$ cat src/rtl/nturn_sram_pkg.sv
package nturn_sram_pkg;

  // Strobes from the command pipeline to the storage datapath
  typedef struct packed {
    logic advance;      // active edge: pipeline moves
    logic commitWrite;  // oldest stage is a write whose data is on wrData now
    logic loadRead;     // youngest stage is a read: load the output register
    logic fwdHit;       // read address equals the pending write address
  } sramStrobe_t;

endpackage

$ cat src/rtl/nturn_sram_ctrl.sv
module nturn_sram_ctrl
  import nturn_sram_pkg::*;
#(
  parameter int ADDR_W = 4,
  parameter int LANES  = 4
) (
  input  logic              clk,
  input  logic              rstN,
  input  logic              cenN,
  input  logic              ce1N,
  input  logic              ce2,
  input  logic              ce3N,
  input  logic              weN,
  input  logic [ADDR_W-1:0] addr,
  input  logic [LANES-1:0]  byteWeN,
  output sramStrobe_t       strobe,
  output logic [ADDR_W-1:0] wrAddr,
  output logic [ADDR_W-1:0] rdAddr,
  output logic [LANES-1:0]  wrMask,
  output logic              driveSync
);

  // Two registers carry a write address until its data arrives
  localparam int STAGES = 2;
  localparam int LAST   = STAGES - 1;

  logic              stgValid [STAGES];
  logic              stgWrite [STAGES];
  logic [ADDR_W-1:0] stgAddr  [STAGES];
  logic [LANES-1:0]  stgMask  [STAGES];

  logic selected;
  logic advance;

  assign selected = !ce1N && ce2 && !ce3N;
  assign advance  = !cenN;

  always_ff @(posedge clk or negedge rstN) begin
    if (!rstN) begin
      for (int s = 0; s < STAGES; s++) begin
        stgValid[s] <= 1'b0;
        stgWrite[s] <= 1'b0;
        stgAddr[s]  <= '0;
        stgMask[s]  <= '0;
      end
      driveSync <= 1'b0;
    end else if (advance) begin
      stgValid[0] <= selected;
      stgWrite[0] <= !weN;
      stgAddr[0]  <= addr;
      stgMask[0]  <= ~byteWeN;
      for (int s = 1; s < STAGES; s++) begin
        stgValid[s] <= stgValid[s-1];
        stgWrite[s] <= stgWrite[s-1];
        stgAddr[s]  <= stgAddr[s-1];
        stgMask[s]  <= stgMask[s-1];
      end
      driveSync <= stgValid[0] && !stgWrite[0];
    end
  end

  assign wrAddr = stgAddr[LAST];
  assign rdAddr = stgAddr[0];
  assign wrMask = stgMask[LAST];

  always_comb begin
    strobe.advance     = advance;
    strobe.commitWrite = advance && stgValid[LAST] && stgWrite[LAST];
    strobe.loadRead    = advance && stgValid[0] && !stgWrite[0];
    strobe.fwdHit      = stgValid[LAST] && stgWrite[LAST] && (stgAddr[LAST] == stgAddr[0]);
  end

  // a stalled edge changes no pipeline state
  a_r9_stall_holds: assert property (@(posedge clk) disable iff (!rstN)
    cenN |=> $stable(stgValid[0]) && $stable(stgAddr[0]) &&
             $stable(stgValid[LAST]) && $stable(driveSync));

  // a deselected command leaves no valid entry behind
  a_r6_deselect_empty: assert property (@(posedge clk) disable iff (!rstN)
    (advance && !selected) |=> !stgValid[0]);

  // while write data is being taken, the bus is not driven
  a_r8_no_drive_on_write: assert property (@(posedge clk) disable iff (!rstN)
    strobe.commitWrite |-> !driveSync);

  // a write command never turns the drive on one edge later
  a_r8_write_slot_quiet: assert property (@(posedge clk) disable iff (!rstN)
    (advance && stgValid[0] && stgWrite[0]) |=> !driveSync);

endmodule

$ cat src/rtl/nturn_sram_dp.sv
module nturn_sram_dp
  import nturn_sram_pkg::*;
#(
  parameter int ADDR_W = 4,
  parameter int LANES  = 4,
  parameter int LANE_W = 9
) (
  input  logic                    clk,
  input  logic                    rstN,
  input  sramStrobe_t             strobe,
  input  logic [ADDR_W-1:0]       wrAddr,
  input  logic [ADDR_W-1:0]       rdAddr,
  input  logic [LANES-1:0]        wrMask,
  input  logic [LANES*LANE_W-1:0] wrData,
  output logic [LANES*LANE_W-1:0] rdData
);

  localparam int DATA_W = LANES * LANE_W;
  localparam int DEPTH  = 1 << ADDR_W;

  logic [DATA_W-1:0] mem [DEPTH];
  logic [DATA_W-1:0] rdWord;
  logic [DATA_W-1:0] merged;
  logic [DATA_W-1:0] outReg;

  assign rdWord = mem[rdAddr];

  // Per-lane choice between pending write data and the array word
  for (genvar l = 0; l < LANES; l++) begin : g_merge
    assign merged[l*LANE_W +: LANE_W] = (strobe.fwdHit && wrMask[l]) ?
      wrData[l*LANE_W +: LANE_W] : rdWord[l*LANE_W +: LANE_W];
  end

  always_ff @(posedge clk or negedge rstN) begin
    if (!rstN) begin
      for (int i = 0; i < DEPTH; i++) mem[i] <= '0;
    end else if (strobe.commitWrite) begin
      for (int l = 0; l < LANES; l++) begin
        if (wrMask[l]) mem[wrAddr][l*LANE_W +: LANE_W] <= wrData[l*LANE_W +: LANE_W];
      end
    end
  end

  always_ff @(posedge clk or negedge rstN) begin
    if (!rstN)                outReg <= '0;
    else if (strobe.loadRead) outReg <= merged;
  end

  assign rdData = outReg;

  // the output register only moves on a read load
  a_r9_out_stable: assert property (@(posedge clk) disable iff (!rstN)
    !strobe.loadRead |=> $stable(outReg));

  // an enabled lane of a matching pending write reaches the output
  a_r10_forward_lane0: assert property (@(posedge clk) disable iff (!rstN)
    (strobe.loadRead && strobe.fwdHit && wrMask[0]) |=>
      outReg[LANE_W-1:0] == $past(wrData[LANE_W-1:0]));

endmodule

$ cat src/rtl/nturn_sram.sv
module nturn_sram
  import nturn_sram_pkg::*;
#(
  parameter int ADDR_W = 4,
  parameter int LANES  = 4,
  parameter int LANE_W = 9
) (
  input  logic                    clk,
  input  logic                    rstN,
  input  logic                    cenN,
  input  logic                    ce1N,
  input  logic                    ce2,
  input  logic                    ce3N,
  input  logic                    weN,
  input  logic [ADDR_W-1:0]       addr,
  input  logic [LANES-1:0]        byteWeN,
  input  logic                    oeN,
  input  logic [LANES*LANE_W-1:0] wrData,
  output logic [LANES*LANE_W-1:0] rdData,
  output logic                    rdDrive
);

  sramStrobe_t       strobe;
  logic [ADDR_W-1:0] wrAddr;
  logic [ADDR_W-1:0] rdAddr;
  logic [LANES-1:0]  wrMask;
  logic              driveSync;

  nturn_sram_ctrl #(.ADDR_W(ADDR_W), .LANES(LANES)) i_ctrl (
    .clk(clk), .rstN(rstN), .cenN(cenN), .ce1N(ce1N), .ce2(ce2), .ce3N(ce3N),
    .weN(weN), .addr(addr), .byteWeN(byteWeN), .strobe(strobe),
    .wrAddr(wrAddr), .rdAddr(rdAddr), .wrMask(wrMask), .driveSync(driveSync)
  );

  nturn_sram_dp #(.ADDR_W(ADDR_W), .LANES(LANES), .LANE_W(LANE_W)) i_dp (
    .clk(clk), .rstN(rstN), .strobe(strobe), .wrAddr(wrAddr), .rdAddr(rdAddr),
    .wrMask(wrMask), .wrData(wrData), .rdData(rdData)
  );

  // output enable gates the synchronous drive combinationally
  assign rdDrive = driveSync && !oeN;

endmodule

$ cat config.mk
export PLATFORM = sky130hd
export DESIGN_NAME = nturn_sram
export DESIGN_NICKNAME = d
export VERILOG_FILES = /design/src/rtl/nturn_sram_pkg.sv /design/src/rtl/nturn_sram_ctrl.sv /design/src/rtl/nturn_sram_dp.sv /design/src/rtl/nturn_sram.sv
export SDC_FILE = /design/constraint.sdc
export NUM_CORES = 1
export LEC_CHECK = 0
export ABC_AREA = 1
export BUFFER_PORTS_ARGS = -buffer_cell sky130_fd_sc_hd__buf_2
export CORE_ASPECT_RATIO = 1.25
export CORE_UTILIZATION = 50
export DETAILED_ROUTE_END_ITERATION = 12
export MAX_ROUTING_LAYER = met4
export PLACE_DENSITY = 0.69
export SYNTH_ARGS = -nofsm -noshare
export SYNTH_HDL_FRONTEND = slang
export SYNTH_SLANG_ARGS = --single-unit
$ cat constraint.sdc
create_clock -name clk -period 1.5 [get_ports clk]
set_clock_uncertainty 0.05 [all_clocks]
set_input_delay 0.225 -clock clk [delete_from_list [all_inputs] [get_ports clk]]
set_output_delay 0.225 -clock clk [all_outputs]
set_load 0.1 [all_outputs]
Yosys cells after proc, flatten, opt, wreduce, memory -nomap -nowiden
Cells that the tools add are included.
- $lt $le $gt $ge: 3
- equal/unequal tests: 1
- multiplexer cells: 26
- bitwise operators: 3
- reduce and logical (&&, ||, !) cells: 21
- operator list (cell ; count):
    576-bit two-way mux ; 7
    576-bit bitwise mux ; 4
    36-bit demux with 4-bit select ; 4
    36-bit binary-select mux with 4-bit select ; 1
    36-bit two-way mux ; 3
    9-bit two-way mux ; 5
    27-bit two-way mux ; 1
    18-bit two-way mux ; 1
    1-bit logical AND ; 15
    5-bit >= comparator, second input constant ; 2
    4-bit inverter with 5-bit output ; 2
    1-bit zero test ; 6
    5-bit by 1-bit < comparator with 1-bit output, second input constant ; 1
    4-bit == test ; 1
    4-bit inverter ; 1
- register bits after elaboration: 633
- input port bits: 52
- output and inout bits: 37
- logic and storage cells: 80

Logic depth before layout (Yosys ltp)
- depth after elaboration: 16
- depth in mapped cells: 11
- mapped depth without buffers: 9

Modules after synthesis
Synthesis repeated with hierarchy kept, for this count alone.
- cells, all modules: 3937
- area total of the unflattened synthesis: 30782.0 um2
- modules (own cells, without submodules) (module ; instances ; cells each ; area an instance (um2)):
    nturn_sram_dp ; 1 ; 3832 ; 29859.9
    nturn_sram_ctrl ; 1 ; 103 ; 912.1
    nturn_sram ; 1 ; 2 ; 10.0

Worst setup path after synthesis
No wires, ideal clock.
- kind: register -> output
- start: reg i_ctrl.driveSync
- end: out rdDrive
- arrival: 1600 ps
- data required time: 1225 ps
- slack: -375 ps
- stages on the path, launching flop included: 3
- path buffers: 0
- path through: dfrtp_1 inv_1 nor2_1
- cells in the longest elaborated chain, start to end: 1
- RTL lines (item ; RTL line ; source):
    start: declaration ; nturn_sram_ctrl.sv:20 ; output logic driveSync
    start signal: assignment ; nturn_sram_ctrl.sv:58 ; driveSync <= stgValid[0] && !stgWrite[0];
    1-bit logical AND ; nturn_sram.sv:41 ; assign rdDrive = driveSync && !oeN;
    end: declaration ; nturn_sram.sv:20 ; output logic rdDrive
No other way between the ends.

Worst setup path in the final report
- start: reg i_ctrl.stgAddr, in the netlist i_ctrl.rdAddr[0]
- end: reg i_dp.outReg[35] (netlist: i_dp.rdData[35])
- cells in the longest elaborated chain, start to end: 5
- RTL lines (item ; RTL line ; source):
    start: declaration ; nturn_sram_ctrl.sv:29 ; logic [ADDR_W-1:0] stgAddr [STAGES];
    start signal: indexed assignment ; nturn_sram_ctrl.sv:55 ; stgAddr[s] <= stgAddr[s-1];
    4-bit inverter with 5-bit output (implied by the code) ; nturn_sram_dp.sv:26 ; assign rdWord = mem[rdAddr];
    36-bit binary-select mux with 4-bit select ; nturn_sram_dp.sv:26 ;
    36-bit two-way mux (implied by the code) (2 in series) ; nturn_sram_dp.sv:26 ;
    9-bit two-way mux (*) ; nturn_sram_dp.sv:30 ; assign merged[l*LANE_W +: LANE_W] = (strobe.fwdHit && wrMask[l]) ?
    end signal: assignment ; nturn_sram_dp.sv:46 ; else if (strobe.loadRead) outReg <= merged;
    end: declaration ; nturn_sram_dp.sv:24 ; logic [DATA_W-1:0] outReg;
Every way passes the cells marked *; elsewhere a longest branch is shown, timed or not. The select of a mux whose other input is x is not followed.
A chain may end at the register's enable or synchronous reset.

==> run metrics <==
First DRT Iteration DRCs=3858; largest net degree at the start of global routing=73; global-route wire length before repair=146 mm; fin area=41700 µm²; R2R Path Start=i_ctrl.rdAddr[0]; MaxCap Viol Count=0; die height=278 µm; CTS buffer count=67; hpwl dp=57.1 mm; Unique masters post-synth=26; via count=30200; Cell Count Post-Placement=4872; violated checks=setup timing; clk slew on worst S/H paths=0.07 ns; fill count=4409; vias in the first global route=26000; Initial DRT Pass Iterations=7; hold path depth=7; ANT cells=0; Period Utilization, post-route=128%; count leader, synth=nand2_1; register-to-register setup slack=-0.43 ns; crit path to=i_dp.rdData[35]; final setup fails=639; met2 wire length=53.3 mm; I/O Buffers=88; Slew @ Worst Pin=0.580 ns; power consumption=45.2 mW; DIE AREA=62100 µm²; grt total ovfl=0; Rel. slew slack=61.2%; Critical Path RT=1.97 ns; r2r endpoint=i_dp.rdData[35]; Commonest cells post-synth=nand2_1, dfrtp_1, nand3_1; Setup crit start kind=register; YS warnings=0; asr flop ratio synth=100%; Lkg Pwr=20.0 nW; Post-Syn Nets=4055; Max Fclk=0.519 GHz; number of synthesized flops with an enable pin=0; Crit Path Category=register to register; gp weighted congestion=0.854; Post-Syn Instances=4003; post-synth top area share=51.8%; maximum fanout along the worst path=8; met3 WL=11.0 mm; Setup crit end kind=register; H-tree levels=3; # rows=101; Final Util=69.0%; Skew-Pair Late Insertion Delay=0.63 ns; Vias/cell=5.83; initial antenna violation count=0; CP startpoint=i_ctrl.rdAddr[0]; area leader, netlist=dfrtp_1; Starting Density=50.5%; register area share after synthesis=51.8%; Synth Register Bits=633; M1 wire length=42.2 mm; Die Wd=223 µm; Root Buffer=clkbuf_16; peak supply drop=0.000836 V; fin. max-slew vios=0; Primary FF master, synth=dfrtp_1; DR DRC count=0; Max Used Layer=met4; wire length per cell=22.1 µm; layout cells sized above 1=22.8%; Final Hold Fails=0; min-delay src=wrData[29]; ranking of synthesized cells by area=dfrtp_1, nand2_1, nand3_1, o21ai_0, inv_1; Post-Syn Area=30600 µm²; final setup margin=-0.427 ns; Max Root-Sink Buffers=3; pwr/cell area=1080 nW/µm²; # nets final=4420; Post-DRT Antenna Nets=0; Avg Cell Area, Syn=7.64 µm²; drt total wl=115 mm; minimum clock period=1.93 ns; DP Area=33900 µm²; TritonCTS Sinks=633; non-filler cells, final=5189; Syn-to-layout area delta=36.6%; IO Count=89; Crit path arrival time=2.40 ns; CTS tree=built; worst hold path class=input port to register; unrepaired setup endpoints after global routing=true; status=finished with violations; Worst R2R Path Depth=11; Core Footprint=60500 µm²; Total GRT Usage=30.8%
==> cell families after synthesis <==
family / share of synthesized area (%)
AO/OA/AOI/OAI: 9.86
XOR/XNOR: 0.0287
buffers and inverters: 8.30
flip-flops: 51.8
AND/OR/NAND/NOR: 30.0
==> per-stage QoR <==
| stage | setup TNS [ns] | setup WS (ns) | hold WS (ns) |
|---|---|---|---|
| after CTS | -30.19 | -0.221 | 0.00638 |
| after global placement | -28.38 | -0.185 | 0.0345 |
| after global routing | -148.84 | -0.464 | 0.0456 |
| after floorplan | -0.748 | -0.0209 | -0.121 |
| after detailed placement | -34.05 | -0.205 | 0.0322 |
| final | -139.63 | -0.427 | 0.0142 |
==> registers in the layout, indices dropped and copies added (netlist names) <==
name / cells
i_ctrl.stgMask: 4
i_ctrl.wrMask: 4
i_dp.rdData: 36
i_ctrl.wrAddr: 4
i_ctrl.rdAddr: 4
i_ctrl.stgValid: 2
i_dp.mem: 576
i_ctrl.driveSync: 1
i_ctrl.stgWrite: 2
==> critical path, stage by stage (launching register included) <==
cell and delay (ns):
dfrtp_4 0.54, buf_8 0.18, clkbuf_16 0.19, clkbuf_16 0.19, nand2_2 0.07, nand2_1 0.08, nand2_1 0.08, nand3_1 0.09
nand3_1 0.12, nand3_1 0.09, nand2_1 0.09, nand2_1 0.06
==> timing repair <==
action                                 CTS  global route
setup endpoints to repair              605           647
resized for setup                      177           646
hold buffers                            40             0
cloned                                   2            93
pin swaps                                5            82
endpoints found under the hold margin  732             0
setup buffers                            9            56
==> cell type report <==
class | count | area [µm²] | share of cell area [%]
repair buffers | 504 | 6770 | 16.2
multi-input cells | 2786 | 14400 | 34.6
flip-flops and latches | 633 | 15900 | 38.0
well taps | 772 | 966 | 2.31
clock buffers | 104 | 2100 | 5.04
inverters | 376 | 1440 | 3.45
clock inverters | 14 | 170 | 0.408
==> worst min-delay path by stage <==
stage                       end
3_3_place_gp   i_ctrl.rdAddr[3]
4_1_cts         i_dp.rdData[34]
6_report        i_dp.rdData[29]
2_1_floorplan  i_ctrl.driveSync
3_5_place_dp   i_ctrl.rdAddr[3]
5_1_grt           i_dp.mem[533]
==> routing by layer <==
layer  up-vias  global-route usage [%]
met5         -                       -
met4         0                    11.6
met3       577                    3.60
met2      1869                    48.6
met1     14400                    40.9
li1      13400                       -
==> layout by cell type (no fill, tap or decap), drive strengths merged <==
cell type    synthesis  layout
buf                118     417
clkbuf             128     151
xor2                 1       1
nand3              401     404
o21ai              594     594
nand2             1691    1725
nor2                24      25
inv                376     374
o31ai                1       1
bufinv               0       4
dfrtp              633     633
dlygate4sd3          0      40
clkinv               0      12
nand4               36      36
==> report_power, final <==
part	switching (mW)	leakage, nW	internal [mW]
sequential	0.712	8.74	17.7
clock	7.10	1.13	10.3
combinational	6.06	10.1	3.27
(Power assumes the default switching activity.)
